--- config.mk ---
export PLATFORM = sky130hd
export DESIGN_NAME = msi_pending_sequencer
export DESIGN_NICKNAME = d
export VERILOG_FILES = /design/src/rtl/msi_seq_pkg.sv /design/src/rtl/msi_seq_dp.sv /design/src/rtl/msi_seq_ctl.sv /design/src/rtl/msi_pending_sequencer.sv
export SDC_FILE = /design/constraint.sdc
export NUM_CORES = 1
export LEC_CHECK = 0
export ABC_AREA = 0
export CORE_ASPECT_RATIO = 1.5
export CORE_UTILIZATION = 30
export CTS_CLUSTER_DIAMETER = 40
export DETAILED_ROUTE_END_ITERATION = 10
export HOLD_SLACK_MARGIN = 0.1
export PLACE_DENSITY = 0.51
export SYNTH_ARGS = -nofsm -noshare
export SYNTH_HDL_FRONTEND = slang
export SYNTH_SLANG_ARGS = --single-unit
--- constraint.sdc ---
create_clock -name clk -period 3.15 [get_ports clk]
set_input_delay 0.63 -clock clk [delete_from_list [all_inputs] [get_ports clk]]
set_output_delay 0.63 -clock clk [all_outputs]
set_load 0.03 [all_outputs]
--- src/rtl/msi_seq_pkg.sv ---
package msi_seq_pkg;
  localparam int FUNC_W = 3;
  localparam int VEC_W  = 5;
  localparam int SEL_W  = VEC_W - 3;

  typedef enum logic [2:0] {
    ST_IDLE, ST_CFG, ST_WAIT, ST_PND, ST_TX
  } seqState_t;

  // strobes from control to datapath
  typedef struct packed {
    logic              loadJob;
    logic [FUNC_W-1:0] jobFunc;
    logic [VEC_W-1:0]  jobVec;
    logic              capCfg;
    logic              pndClr;
    logic              pndDone;
  } seqStrobe_t;
endpackage

--- src/rtl/msi_seq_dp.sv ---
module msi_seq_dp
  import msi_seq_pkg::*;
(
  input  logic              clk,
  input  logic              rstN,
  input  seqStrobe_t        strb,
  input  logic [63:0]       cfgRspAddr,
  input  logic [31:0]       cfgRspData,
  input  logic [31:0]       cfgRspMask,
  output logic              rspMaskBit,
  output logic [FUNC_W-1:0] jobFunc,
  output logic [VEC_W-1:0]  jobVec,
  output logic [SEL_W-1:0]  pndSel,
  output logic [7:0]        pndByte,
  output logic [159:0]      txData,
  output logic [2:0]        txLen
);
  localparam int NFUNC = 1 << FUNC_W;
  localparam int PW    = 1 << VEC_W;

  logic [63:0]   addrQ;
  logic [31:0]   dataQ;
  logic [PW-1:0] shadowQ [NFUNC];
  logic [7:0]    curByte, bitMask;
  logic          is4;
  logic [31:0]   dw1;

  assign jobFunc    = strb.loadJob ? jobFuncReg : jobFuncReg;
  logic [FUNC_W-1:0] jobFuncReg;
  logic [VEC_W-1:0]  jobVecReg;
  assign jobVec     = jobVecReg;
  assign rspMaskBit = cfgRspMask[jobVecReg];
  assign pndSel     = jobVecReg[VEC_W-1:3];
  assign bitMask    = 8'b1 << jobVecReg[2:0];
  assign curByte    = shadowQ[jobFuncReg][{pndSel, 3'b000} +: 8];
  assign pndByte    = strb.pndClr ? (curByte & ~bitMask) : (curByte | bitMask);

  always_ff @(posedge clk) begin
    if (!rstN) begin
      jobFuncReg <= '0;
      jobVecReg  <= '0;
      addrQ      <= '0;
      dataQ      <= '0;
      for (int f = 0; f < NFUNC; f++) shadowQ[f] <= '0;
    end else begin
      if (strb.loadJob) begin
        jobFuncReg <= strb.jobFunc;
        jobVecReg  <= strb.jobVec;
      end
      if (strb.capCfg) begin
        addrQ <= cfgRspAddr;
        dataQ <= cfgRspData;
      end
      if (strb.pndDone) shadowQ[jobFuncReg][{pndSel, 3'b000} +: 8] <= pndByte;
    end
  end

  // one-dword memory write; header size chosen by upper address bits
  assign is4 = |addrQ[63:32];
  assign dw1 = {13'd0, jobFuncReg, 16'h000F};
  always_comb begin
    if (is4) begin
      txLen  = 3'd5;
      txData = {dataQ, addrQ[31:2], 2'b00, addrQ[63:32], dw1, 32'h6000_0001};
    end else begin
      txLen  = 3'd4;
      txData = {32'd0, dataQ, addrQ[31:2], 2'b00, dw1, 32'h4000_0001};
    end
  end
endmodule

--- src/rtl/msi_seq_ctl.sv ---
module msi_seq_ctl
  import msi_seq_pkg::*;
#(
  parameter int TBL_DEPTH = 8,
  parameter int NUM_PORTS = 2,
  parameter int GAP_W     = 8,
  parameter int MIN_GAP   = 16
) (
  input  logic              clk,
  input  logic              rstN,
  input  logic              reqValid,
  output logic              reqReady,
  input  logic [1:0]        reqPort,
  input  logic [FUNC_W-1:0] reqFunc,
  input  logic [VEC_W-1:0]  reqVec,
  input  logic [GAP_W-1:0]  pollGap,
  input  logic              cfgRspValid,
  input  logic              rspMaskBit,
  input  logic [FUNC_W-1:0] jobFunc,
  input  logic [VEC_W-1:0]  jobVec,
  input  logic              pndReady,
  input  logic              txReady,
  output logic              cfgReq,
  output logic              pndWrite,
  output logic              txValid,
  output seqStrobe_t        strb
);
  localparam int IDX_W = (TBL_DEPTH > 1) ? $clog2(TBL_DEPTH) : 1;

  seqState_t         stateQ, stateD;
  logic              fromTblQ, clrQ;
  logic [IDX_W-1:0]  idxQ;
  logic [TBL_DEPTH-1:0] tblValid, tblDue;
  logic [FUNC_W-1:0] tblFunc [TBL_DEPTH];
  logic [VEC_W-1:0]  tblVec  [TBL_DEPTH];
  logic [GAP_W-1:0]  gapCntQ, gapEff;
  logic              tick, hit, haveFree, anyDue, portOk;
  logic              startTbl, startNew, acceptReq;
  logic [IDX_W-1:0]  freeIdx, dueIdx;

  always_comb begin
    hit = 1'b0; haveFree = 1'b0; anyDue = 1'b0;
    freeIdx = '0; dueIdx = '0;
    for (int i = TBL_DEPTH - 1; i >= 0; i--) begin
      if (!tblValid[i]) begin haveFree = 1'b1; freeIdx = IDX_W'(i); end
      if (tblValid[i] && tblDue[i]) begin anyDue = 1'b1; dueIdx = IDX_W'(i); end
      if (tblValid[i] && tblFunc[i] == reqFunc && tblVec[i] == reqVec) hit = 1'b1;
    end
  end

  assign portOk    = 32'(reqPort) < NUM_PORTS;
  assign reqReady  = (stateQ == ST_IDLE) && !anyDue && (!portOk || hit || haveFree);
  assign acceptReq = reqValid && reqReady;
  assign startNew  = acceptReq && portOk && !hit;
  assign startTbl  = (stateQ == ST_IDLE) && anyDue;

  assign cfgReq   = (stateQ == ST_CFG);
  assign pndWrite = (stateQ == ST_PND);
  assign txValid  = (stateQ == ST_TX);

  always_comb begin
    strb         = '0;
    strb.loadJob = startNew || startTbl;
    strb.jobFunc = startTbl ? tblFunc[dueIdx] : reqFunc;
    strb.jobVec  = startTbl ? tblVec[dueIdx]  : reqVec;
    strb.capCfg  = (stateQ == ST_WAIT) && cfgRspValid;
    strb.pndClr  = clrQ;
    strb.pndDone = pndWrite && pndReady;
  end

  always_comb begin
    stateD = stateQ;
    unique case (stateQ)
      ST_IDLE: if (strb.loadJob) stateD = ST_CFG;
      ST_CFG:  stateD = ST_WAIT;
      ST_WAIT: if (cfgRspValid) begin
        if (rspMaskBit) stateD = fromTblQ ? ST_IDLE : ST_PND;
        else            stateD = ST_TX;
      end
      ST_PND:  if (pndReady) stateD = ST_IDLE;
      ST_TX:   if (txReady) stateD = fromTblQ ? ST_PND : ST_IDLE;
      default: stateD = ST_IDLE;
    endcase
  end

  always_ff @(posedge clk) begin
    if (!rstN) begin
      stateQ <= ST_IDLE; fromTblQ <= 1'b0; clrQ <= 1'b0; idxQ <= '0;
    end else begin
      stateQ <= stateD;
      if (strb.loadJob) begin
        fromTblQ <= startTbl;
        clrQ     <= startTbl;
        idxQ     <= dueIdx;
      end
    end
  end

  // poll interval timer
  assign gapEff = (pollGap < GAP_W'(MIN_GAP)) ? GAP_W'(MIN_GAP) : pollGap;
  assign tick   = gapCntQ >= gapEff - 1'b1;

  always_ff @(posedge clk) begin
    if (!rstN) begin
      gapCntQ <= '0; tblValid <= '0; tblDue <= '0;
      for (int i = 0; i < TBL_DEPTH; i++) begin tblFunc[i] <= '0; tblVec[i] <= '0; end
    end else begin
      gapCntQ <= tick ? '0 : gapCntQ + 1'b1;
      if (tick) tblDue <= tblValid;
      if (startTbl) tblDue[dueIdx] <= 1'b0;
      if (strb.pndDone && !clrQ) begin
        tblValid[freeIdx] <= 1'b1;
        tblDue[freeIdx]   <= 1'b0;
        tblFunc[freeIdx]  <= jobFunc;
        tblVec[freeIdx]   <= jobVec;
      end
      if (strb.pndDone && clrQ) begin
        tblValid[idxQ] <= 1'b0;
        tblDue[idxQ]   <= 1'b0;
      end
    end
  end

  a_r3_pnd_held: assert property (@(posedge clk) disable iff (!rstN)
    pndWrite && !pndReady |=> pndWrite);
  a_r3_pnd_once: assert property (@(posedge clk) disable iff (!rstN)
    pndWrite && pndReady |=> !pndWrite);
  a_r6_tx_held: assert property (@(posedge clk) disable iff (!rstN)
    txValid && !txReady |=> txValid);
  a_r5_drop_port: assert property (@(posedge clk) disable iff (!rstN)
    reqValid && reqReady && !portOk |=> stateQ == ST_IDLE);
  a_r2_cfg_pulse: assert property (@(posedge clk) disable iff (!rstN)
    cfgReq |=> !cfgReq);
endmodule

--- src/rtl/msi_pending_sequencer.sv ---
module msi_pending_sequencer
  import msi_seq_pkg::*;
#(
  parameter int TBL_DEPTH = 8,
  parameter int NUM_PORTS = 2,
  parameter int MIN_GAP   = 16
) (
  input  logic         clk,
  input  logic         rstN,
  input  logic         reqValid,
  output logic         reqReady,
  input  logic [1:0]   reqPort,
  input  logic [2:0]   reqFunc,
  input  logic [4:0]   reqVec,
  input  logic [7:0]   pollGap,
  output logic         cfgReq,
  output logic [2:0]   cfgFunc,
  input  logic         cfgRspValid,
  input  logic [63:0]  cfgRspAddr,
  input  logic [31:0]  cfgRspData,
  input  logic [31:0]  cfgRspMask,
  output logic         pndWrite,
  input  logic         pndReady,
  output logic [2:0]   pndFunc,
  output logic [1:0]   pndSel,
  output logic [7:0]   pndByte,
  output logic         txValid,
  input  logic         txReady,
  output logic         txSop,
  output logic         txEop,
  output logic [2:0]   txLen,
  output logic [159:0] txData
);
  seqStrobe_t        strb;
  logic              rspMaskBit;
  logic [FUNC_W-1:0] jobFunc;
  logic [VEC_W-1:0]  jobVec;

  msi_seq_ctl #(.TBL_DEPTH(TBL_DEPTH), .NUM_PORTS(NUM_PORTS), .GAP_W(8), .MIN_GAP(MIN_GAP)) ctl (
    .clk(clk), .rstN(rstN), .reqValid(reqValid), .reqReady(reqReady), .reqPort(reqPort),
    .reqFunc(reqFunc), .reqVec(reqVec), .pollGap(pollGap), .cfgRspValid(cfgRspValid),
    .rspMaskBit(rspMaskBit), .jobFunc(jobFunc), .jobVec(jobVec), .pndReady(pndReady),
    .txReady(txReady), .cfgReq(cfgReq), .pndWrite(pndWrite), .txValid(txValid), .strb(strb)
  );

  msi_seq_dp dp (
    .clk(clk), .rstN(rstN), .strb(strb), .cfgRspAddr(cfgRspAddr), .cfgRspData(cfgRspData),
    .cfgRspMask(cfgRspMask), .rspMaskBit(rspMaskBit), .jobFunc(jobFunc), .jobVec(jobVec),
    .pndSel(pndSel), .pndByte(pndByte), .txData(txData), .txLen(txLen)
  );

  assign cfgFunc = jobFunc;
  assign pndFunc = jobFunc;
  assign txSop   = txValid;
  assign txEop   = txValid;

  a_r3_pnd_stable: assert property (@(posedge clk) disable iff (!rstN)
    pndWrite && !pndReady |=> $stable({pndFunc, pndSel, pndByte}));
  a_r6_tx_stable: assert property (@(posedge clk) disable iff (!rstN)
    txValid && !txReady |=> $stable({txLen, txData}));
endmodule

==> impl_metrics.tcl <==
set metrics [dict create \
    remaining_drc_errors 0 \
    synth-seq-area-share 0.547 \
    fillers 7117 \
    intPower_uw 14500 \
    ios 337 \
    grt_pass1_wl_mm 111 \
    synth_top_area_share 0.426 \
    overflow 0 \
    initial_core_util 0.304 \
    max_freq_mhz 264 \
    place.gp.congestion 0.932 \
    cp_max_fo 7 \
    min_path_cells 2 \
    p_sw_frac 0.334 \
    async_flop_share 0 \
    synth.avg_cell_area_um2 10.9 \
    met2_usage 0.375 \
    port_buffers 271 \
    p_leak_uw 0.0115 \
    violations "setup timing" \
    final_antenna_net_count 0 \
    cts_num_sinks 456 \
    yosysTopAreaCell "edfxtp_1" \
    ys_warn_count 0 \
    hold_path_class "reg2reg" \
    crit_family "multiplexers" \
    r2r_cells 10 \
    seqCellArea_um2 12300 \
    rsz0062_at_grt "yes" \
    reg2reg_slack_ns 0.08 \
    worstSetupStartpointType "register" \
    ys_ff_latch 456 \
    drv_slew 0 \
    p_comb_frac 0.384 \
    pwr_density_cell_nw_per_um2 723 \
    layout-drive-gt1-share 0.247 \
    grt.met1_usage 0.208 \
    nets 2633 \
    crit_type "reg2out" \
    synthDistinctLibCells 67 \
    dieHeight_um 338 \
    insertion_delay_ns 0.65 \
    max_stage_delay_ns 0.55 \
    ys_top_cells_by_count "edfxtp_1, nor2_1, nand2_1" \
    fp.dieW_um 226 \
    vias 17315 \
    worst_ir_drop_vdd_mv 0.448 \
    root_buffer "clkbuf_16" \
    worst_pin_slew_ns 0.986 \
    cp_slowest_cell "mux4_2" \
    dp_hpwl_mm 57.0 \
    wl_per_cell_um 21.8 \
    synth_top_flop_cell "edfxtp_1" \
    finalNonFillerCells 3508 \
    die-area_um2 76200 \
    clk_path_buf_depth 3 \
    area_growth_pct 34.0 \
    cts_tree "built" \
    endpoint_kind "output port" \
    syn_inst 2064 \
    path_cells "buf_12 > buf_8 > buf_6 > mux4_2 > mux4_2 > mux2_4 > o21ai_4 > buf_6 > inv_2 > buf_6" \
    clk_pin_slew_ns 0.06 \
    final_area_um2 30200 \
    reg2reg_to "dp.shadowQ[6][22]$_SDFFCE_PN0P_" \
    fin_crit_sh 1.20 \
    first_global_vias 17692 \
    use_met3 0.0239 \
    grt_start_max_net_pins 79 \
    rows 122 \
    drt_iter0_markers 1191 \
    crit_required_ns 2.52 \
    finalWorstSetupSlack_ns -0.637 \
    multiInputGateArea_um2 9490 \
    final_hold_viol_count 0 \
    min_period_ns 3.79 \
    timing.hold.ws_ns 0.465 \
    grt_usage 0.196 \
    numCtsBuffers 53 \
    syn_area_um2 22500 \
    drv_cap 0 \
    yosys-top-cells-area "edfxtp_1, dfxtp_1, mux4_2" \
    finalWirelength_mm 76.3 \
    slew_headroom 0.342 \
    hold_end "dp.dataQ[16]$_SDFFE_PN0P_" \
    setup_viol 79 \
    p_total_uw 21800 \
    core_um2 74000 \
    pwr-share-seq 0.321 \
    clkPwrFrac 0.294 \
    post_drt_via_cell_ratio 4.94 \
    yosysMostFrequentCell "edfxtp_1" \
    cp_common_cell "buf_6" \
    synth_edf_count 320 \
    drtPass1Iterations 5 \
    crit_arrival_ns 3.16 \
    htreeDepth 2 \
    placed_area_um2 27000 \
    placedCellCount 3346 \
    hp-start "dp.dataQ[16]$_SDFFE_PN0P_" \
    status "finished, violations left" \
    antenna_found_initial 10 \
    worst-path-buf-inv 6 \
    busiest_layer "met2" \
    fin_skew_ns 0.0512 \
    fin_util 0.408 \
    p_sw_uw 7290 \
]
[layout by cell type (no fill, tap or decap), types with 32 or more instances in the layout]
master           count
edfxtp_1           320
a21o_1              33
mux4_2              84
a21oi_1            127
o21ai_0             50
clkdlybuf4s50_1    157
nand2_1            290
buf_4              188
buf_6              116
xor2_1              32
xnor2_1             40
conb_1              62
nor3_1              41
mux2_4              38
dfxtp_1            130
clkbuf_16           54
and3_1              44
nor2_1             302
[state kept, by name, indices dropped and copies added, names as in the netlist, 3 cells and up, named ones only]
name          cells
dp.jobVec         5
ctl.tblDue        8
dp.dataQ         32
dp.shadowQ      256
ctl.tblValid      8
ctl.stateQ        3
ctl.tblVec       40
ctl.idxQ          3
ctl.gapCntQ       8
ctl.tblFunc      24
dp.jobFunc        3
dp.addrQ         62
[worst max path at each step]
stage | start | endpoint | slack (ns) | cells after the start
2_1_floorplan | register | pndByte[7] | 0.05 | 8
3_3_place_gp | register | pndByte[4] | -0.37 | 8
3_5_place_dp | register | pndByte[4] | -0.34 | 8
4_1_cts | register | pndByte[0] | -0.73 | 10
5_1_grt | register | pndByte[0] | -0.72 | 10
6_report | register | pndByte[0] | -0.64 | 10
[worst reg2reg max path, delay by kind of cell (launching register included)]
family | cells | cell delay [ns]
multiplexers | 4 | 1.50
flip-flops | 1 | 0.38
AND/OR/NAND/NOR | 1 | 0.11
buffers and inverters | 5 | 0.83
[what timing repair did]
action	4_1_cts	5_1_grt
resized for setup	502	65
hold buffers	0	0
setup endpoints to repair	229	183
cloned	4	0
pin swaps	46	11
endpoints found under the hold margin	0	0
buffers inserted	49	17
[logic make-up after synthesis]
family,synth area share
flip-flops,0.547
adder cells (fa/ha/maj),0.00722
multiplexers,0.108
other,0.000333
XOR/XNOR,0.0284
buffers and inverters,0.0584
AND/OR/NAND/NOR,0.171
AO/OA/AOI/OAI,0.0793
[power groups by stage]
stage / registers [µW] / logic (µW) / clock network [µW]
finish: 7010 / 8380 / 6420
global route: 7040 / 8840 / 6770
CTS: 7000 / 8380 / 6540
detailed placement: 7110 / 5740 / 0
global placement: 7100 / 5720 / 0
floorplan: 6980 / 3540 / 0
[per-layer routing]
metal / part of all wire / vias up
li1: - / 8067
met1: 0.36 / 8537
met2: 0.55 / 543
met3: 0.042 / 164
met4: 0.046 / 4
met5: 0.00033 / -
[area by class of cell]
class | instances | share of cell area
Clock inverter | 34 | 0.0148
Sequential cell | 456 | 0.409
Timing Repair Buffer | 515 | 0.171
Inverter | 20 | 0.00282
Tap cell | 992 | 0.0411
Multi-Input combinational cell | 1422 | 0.314
Clock buffer | 62 | 0.0461
Antenna cell | 7 | 0.000580
[through the flow]
step | worst slack [ns] | TNS [ns]
after floorplan | 0.0528 | 0
after global placement | -0.369 | -8.40
after detailed placement | -0.339 | -13.88
after CTS | -0.726 | -15.00
after global routing | -0.722 | -21.26
final | -0.637 | -11.32
(Power assumes the default switching activity.)
